===== config.mk =====
export PLATFORM = sky130hd
export DESIGN_NAME = dfr_deframer
export DESIGN_NICKNAME = d
export VERILOG_FILES = /design/src/rtl/dfr_pkg.sv /design/src/rtl/dfr_window.sv /design/src/rtl/dfr_check.sv /design/src/rtl/dfr_lock.sv /design/src/rtl/dfr_deframer.sv
export SDC_FILE = /design/constraint.sdc
export NUM_CORES = 1
export LEC_CHECK = 0
export BUFFER_PORTS_ARGS = -buffer_cell sky130_fd_sc_hd__buf_4
export CAP_MARGIN = 25
export CORE_MARGIN = 1
export CORE_UTILIZATION = 37
export DETAILED_ROUTE_END_ITERATION = 12
export GPL_TIMING_DRIVEN = 0
export HOLD_SLACK_MARGIN = 0.03
export SYNTH_ARGS = -nofsm -noshare
export SYNTH_HDL_FRONTEND = slang
export SYNTH_SLANG_ARGS = --single-unit

===== constraint.sdc =====
create_clock -name clk -period 6.16 [get_ports clk]
set_clock_uncertainty 0.2 [all_clocks]
set_input_delay 0.308 -clock clk [delete_from_list [all_inputs] [get_ports clk]]
set_output_delay 0.308 -clock clk [all_outputs]
set_load 0.005 [all_outputs]

===== src/rtl/dfr_pkg.sv =====
package dfr_pkg;
  localparam int PAY_W      = 24;
  localparam int OVH_BITS   = 4;
  localparam int ACQ_FRAMES = 4;
endpackage


===== src/rtl/dfr_window.sv =====
module dfr_window #(
  parameter int FW = 28
) (
  input  logic          clk,
  input  logic          rst_n,
  input  logic          shift_en,
  input  logic          bit_in,
  output logic [FW-1:0] win_nxt
);
  logic [FW-1:0] win_q;
  logic [FW-1:0] win_d;

  always_comb begin
    win_d   = {win_q[FW-2:0], bit_in};
    win_nxt = win_d;
  end

  always_ff @(posedge clk or negedge rst_n) begin
    if (!rst_n)        win_q <= '0;
    else if (shift_en) win_q <= win_d;
  end
endmodule


===== src/rtl/dfr_check.sv =====
module dfr_check #(
  parameter int PW = 24
) (
  input  logic [PW+3:0] win,
  output logic          clk_ok,
  output logic          par_ok,
  output logic [PW-1:0] word
);
  localparam int FW = PW + 4;

  logic dcb;

  // Last-received bit sits at index 0; the start clock bit at FW-1.
  assign dcb    = win[FW-2];
  assign clk_ok = win[FW-1] & ~win[0];
  assign par_ok = ~(^win[FW-2:1]);

  for (genvar i = 0; i < PW; i++) begin : g_pay
    assign word[i] = win[FW-4-i] ^ dcb;
  end
endmodule


===== src/rtl/dfr_lock.sv =====
module dfr_lock #(
  parameter int FW  = 28,
  parameter int ACQ = 4
) (
  input  logic clk,
  input  logic rst_n,
  input  logic bit_vld,
  input  logic clk_ok,
  input  logic par_ok,
  output logic deliver,
  output logic lock_q,
  output logic lock_n
);
  localparam int CW = $clog2(FW);
  localparam int SW = $clog2(ACQ + 1);
  localparam logic [CW-1:0] LAST = CW'(FW - 1);
  localparam logic [SW-1:0] STREAK_DONE = SW'(ACQ - 1);

  logic [CW-1:0] cnt_q, cnt_n;
  logic [SW-1:0] streak_q, streak_n;
  logic          eval;

  assign eval = bit_vld && (cnt_q == LAST);

  always_comb begin
    cnt_n    = cnt_q;
    streak_n = streak_q;
    lock_n   = lock_q;
    deliver  = 1'b0;
    if (eval) begin
      if (lock_q) begin
        if (!clk_ok) begin
          lock_n   = 1'b0;
          streak_n = '0;
          cnt_n    = LAST;
        end else begin
          deliver = 1'b1;
          cnt_n   = '0;
        end
      end else if (clk_ok && par_ok) begin
        cnt_n = '0;
        if (streak_q == STREAK_DONE) begin
          lock_n   = 1'b1;
          deliver  = 1'b1;
          streak_n = '0;
        end else begin
          streak_n = streak_q + 1'b1;
        end
      end else begin
        // Slip: evaluate again one bit later.
        cnt_n    = LAST;
        streak_n = '0;
      end
    end else if (bit_vld) begin
      cnt_n = cnt_q + 1'b1;
    end
  end

  always_ff @(posedge clk or negedge rst_n) begin
    if (!rst_n) begin
      cnt_q    <= '0;
      streak_q <= '0;
      lock_q   <= 1'b0;
    end else begin
      cnt_q    <= cnt_n;
      streak_q <= streak_n;
      lock_q   <= lock_n;
    end
  end

  assert_drop_on_miss_R7: assert property (@(posedge clk) disable iff (!rst_n)
    (lock_q && eval && !clk_ok) |=> !lock_q);

  assert_slip_on_fail_R4: assert property (@(posedge clk) disable iff (!rst_n)
    (!lock_q && eval && !(clk_ok && par_ok)) |=> (cnt_q == LAST && !lock_q));

  assert_keep_on_parity_R6: assert property (@(posedge clk) disable iff (!rst_n)
    (lock_q && eval && clk_ok && !par_ok) |=> lock_q);

  assert_cnt_range_R2: assert property (@(posedge clk) disable iff (!rst_n)
    cnt_q <= LAST);
endmodule


===== src/rtl/dfr_deframer.sv =====
module dfr_deframer
  import dfr_pkg::*;
#(
  parameter int PW  = PAY_W,
  parameter int ACQ = ACQ_FRAMES
) (
  input  logic          clk,
  input  logic          rst_n,
  input  logic          ser_bit,
  input  logic          ser_vld,
  input  logic          rx_en,
  output logic [PW-1:0] par_word,
  output logic          word_stb,
  output logic          par_oe,
  output logic          locked
);
  localparam int FW = PW + OVH_BITS;

  logic [1:0]    rst_sync_q;
  logic          rst_i_n;
  logic [FW-1:0] win_nxt;
  logic          clk_ok, par_ok, deliver, lock_q, lock_n;
  logic [PW-1:0] dec_word;
  logic [PW-1:0] word_q, word_n;
  logic          stb_q, stb_n;

  always_ff @(posedge clk or negedge rst_n) begin
    if (!rst_n) rst_sync_q <= 2'b00;
    else        rst_sync_q <= {rst_sync_q[0], 1'b1};
  end
  assign rst_i_n = rst_sync_q[1];

  dfr_window #(.FW(FW)) u_win (
    .clk(clk), .rst_n(rst_i_n), .shift_en(ser_vld), .bit_in(ser_bit), .win_nxt(win_nxt)
  );

  dfr_check #(.PW(PW)) u_chk (
    .win(win_nxt), .clk_ok(clk_ok), .par_ok(par_ok), .word(dec_word)
  );

  dfr_lock #(.FW(FW), .ACQ(ACQ)) u_lock (
    .clk(clk), .rst_n(rst_i_n), .bit_vld(ser_vld), .clk_ok(clk_ok), .par_ok(par_ok),
    .deliver(deliver), .lock_q(lock_q), .lock_n(lock_n)
  );

  always_comb begin
    stb_n  = deliver;
    word_n = word_q;
    if (deliver)     word_n = dec_word;
    else if (!lock_n) word_n = '0;
  end

  always_ff @(posedge clk or negedge rst_i_n) begin
    if (!rst_i_n) begin
      word_q <= '0;
      stb_q  <= 1'b0;
    end else begin
      word_q <= word_n;
      stb_q  <= stb_n;
    end
  end

  assign par_oe   = rx_en;
  assign par_word = rx_en ? word_q : '0;
  assign word_stb = rx_en & stb_q;
  assign locked   = lock_q;

  assert_quiet_unlocked_R9: assert property (@(posedge clk) disable iff (!rst_i_n)
    !lock_q |-> (word_q == '0 && !stb_q));

  assert_lock_with_word_R3: assert property (@(posedge clk) disable iff (!rst_i_n)
    $rose(lock_q) |-> stb_q);

  assert_stb_from_bit_R2: assert property (@(posedge clk) disable iff (!rst_i_n)
    stb_q |-> $past(ser_vld));
endmodule


==> qor.txt <==
Post-CTS setup buffer count: 0
CTS sink count: 63
Critical Path Slowest Stage Cell: xnor3_1
Post-CTS Hold Buffers: 2
Largest net degree at the start of global routing: 38
FILL cells: 896
Core Util, Final: 0.445
Max FO, Critical Path: 10
Final WL: 7.60 mm
Syn Inst Count: 336
Arr. time, crit path: 2.86 ns
Worst reg-to-reg path cell count: 7
Crit end category: register
Hold Fails Final Rpt: 0
Ys flop type: dfrtp_1
DRT iter0 DRCs: 72
Average size of a mapped cell: 10.4 µm²
Reg-to-Reg Start: u_win.win_q[25]
Clock H-tree levels: 3
Dpl hpwl: 5.50 mm
Crit path cell chain: buf_6, xnor2_2, xnor3_1, xnor3_1, xnor3_1, buf_2, o41ai_2
Most common cell after layout, fill and taps aside: dfrtp_1
Crit path max-delay family: XOR/XNOR gates
First-pass DRT Iterations: 4
Clk root buf: clkbuf_8
Most frequent cells in the layout: dfrtp_1, xnor2_1, buf_4
Ports: 32
Post-cts gate resize count: 0
Die X: 99.0 µm
Maximum clock frequency: 0.355 GHz
All-Layer GR Usage: 0.170
Via density: 5.18
Most used cell, CP: xnor3_1
Slew headroom: 0.571
Syn nets: 343
Post-DRT Antenna Nets: 0
Reg clk slew, reported paths: 0.07 ns
First-pass GRT wire length: 12.7 mm
Core Region: 9150 µm²
Flop2flop setup slack: 3.35 ns
Initial antenna violation count: 0
Post-synth EDFFs: 0
Vias in the first global route: 2429
Row count: 35
Count of pins over their slew limit: 0
Clk_lat worst skew: 0.35 ns
Ratio of final minimum period to clock period: 0.457
Synthesized cell area: 3480 µm²
GP Congestion: 0.824
Port bufs: 30
CTS tree: built
Synth warn: 0
Initial core utilization: 0.380
Critical Path RT: 6.21 ns
Seq/Total Area, Yosys: 0.453
Post-synthesis register bit count: 63
Unique masters post-synth: 38
Status: complete, no violations
Crit path time final: 2.81 ns
Worst Path Buf+Inv: 2
Fin nets: 387
Area growth, synth to finish: 17.1%
Diode count: 0
Worst min path class: in -> async
Vert. Die Dim: 99.0 µm
Worst Tran Pin Value: 0.643 ns
RR Endpoint: u_lock.lock_q
Critical path class: reg -> reg
Post-route DRC: 0
Slowest stage delay, CP: 0.45 ns
Fraction of registers with async set/reset: 1.00
Via count: 2570
Setup TNS Final: 0 ns
Die Area: 9790 µm²
RSZ-0062 raised after global routing: false
Inserted Clock Buffers: 9
Hold WS: 0.0621 ns
Wire length per cell: 15.3 µm
Fraction of layout cells with a size suffix above 1: 0.213
Maximum buffer depth of the clock tree: 2
Overflow after GRT: 0
Final setup vio count: 0
Max Cap Viol: 0
CP Launch Type: register
[per-stage QoR]
stage | std cells | worst slack [ns] | cell area, µm²
CTS | 496 | 3.31 | 4070
global route | 496 | 3.21 | 4070
floorplan | 336 | 3.62 | 3480
detailed placement | 478 | 3.33 | 3860
global placement | 477 | 3.32 | 3840
finish | 496 | 3.35 | 4070
[registers in the layout (all words and copies together) (netlist names)]
register,flops
u_lock.streak_q,3
u_win.win_q,27
word_q,24
u_lock.cnt_q,5
stb_q,1
rst_sync_q,2
u_lock.lock_q,1
[cell usage after synthesis, types with 2 or more instances]
library cell | count | share of area
o22ai_1 | 25 | 0.045
or3_1 | 24 | 0.043
o21ai_0 | 5 | 0.0072
nand2b_1 | 3 | 0.0054
nor3_1 | 24 | 0.035
nor2b_1 | 3 | 0.0054
nand3_1 | 3 | 0.0043
nand3b_1 | 2 | 0.0043
nor2_1 | 5 | 0.0054
a21oi_1 | 27 | 0.039
and2_1 | 25 | 0.045
clkbuf_1 | 23 | 0.025
xnor2_1 | 39 | 0.098
o31ai_1 | 3 | 0.0065
buf_1 | 2 | 0.0022
nand2_1 | 6 | 0.0065
buf_2 | 3 | 0.0043
xnor3_1 | 3 | 0.019
xor2_1 | 3 | 0.0076
mux2_2 | 27 | 0.087
dfrtp_1 | 63 | 0.45
ha_1 | 2 | 0.0072
[logic make-up (layout without fill, tap and decap cells)]
family | count (synthesis) | in the layout | synth area share
AO/OA/AOI/OAI | 67 | 67 | 0.117
XOR/XNOR | 47 | 47 | 0.137
adder cells (fa/ha/maj) | 2 | 2 | 0.00719
buffers and inverters | 31 | 80 | 0.0378
flip-flops | 63 | 63 | 0.453
multiplexers | 27 | 27 | 0.0874
other | 1 | 1 | 0.00108
AND/OR/NAND/NOR | 98 | 98 | 0.160
[worst max path at each step]
stage,from,end,slack [ns],cells past startpoint
floorplan,u_win.win_q[25],u_lock.lock_q,3.62,7
finish,u_win.win_q[25],u_lock.lock_q,3.35,7
CTS,u_win.win_q[25],u_lock.lock_q,3.31,7
global route,u_win.win_q[25],u_lock.lock_q,3.21,7
global placement,rst_sync_q[1],word_q[2],3.32,0
detailed placement,u_win.win_q[25],u_lock.lock_q,3.33,7
[worst reg2reg max path: stages, from the launching register on]
cell	delay (ns)
dfrtp_1	0.37
buf_6	0.14
xnor2_2	0.18
xnor3_1	0.42
xnor3_1	0.43
xnor3_1	0.45
buf_2	0.21
o41ai_2	0.29
[routing by layer]
metal	global-route usage	wire [µm]	vias to the layer above
met2	0.275	3620	53
li1	-	-	1286
met1	0.227	3590	1222
met5	0	0	-
met4	0.0689	116	0
met3	0.0298	280	9
[cell type report]
class	count	area (µm²)	share of cell area
buffer	30	128	0.0313
clock buffer	12	145	0.0356
clock inverter	4	45.0	0.0111
inverter	1	3.75	0.000921
multi-input combinational	242	1770	0.435
sequential	63	1580	0.387
tap	111	139	0.0341
timing repair buffer	33	265	0.0651
Power is left out: the tool's default activity adds up to more than one toggle a clock period on the data nets, which glitch-free logic cannot reach.
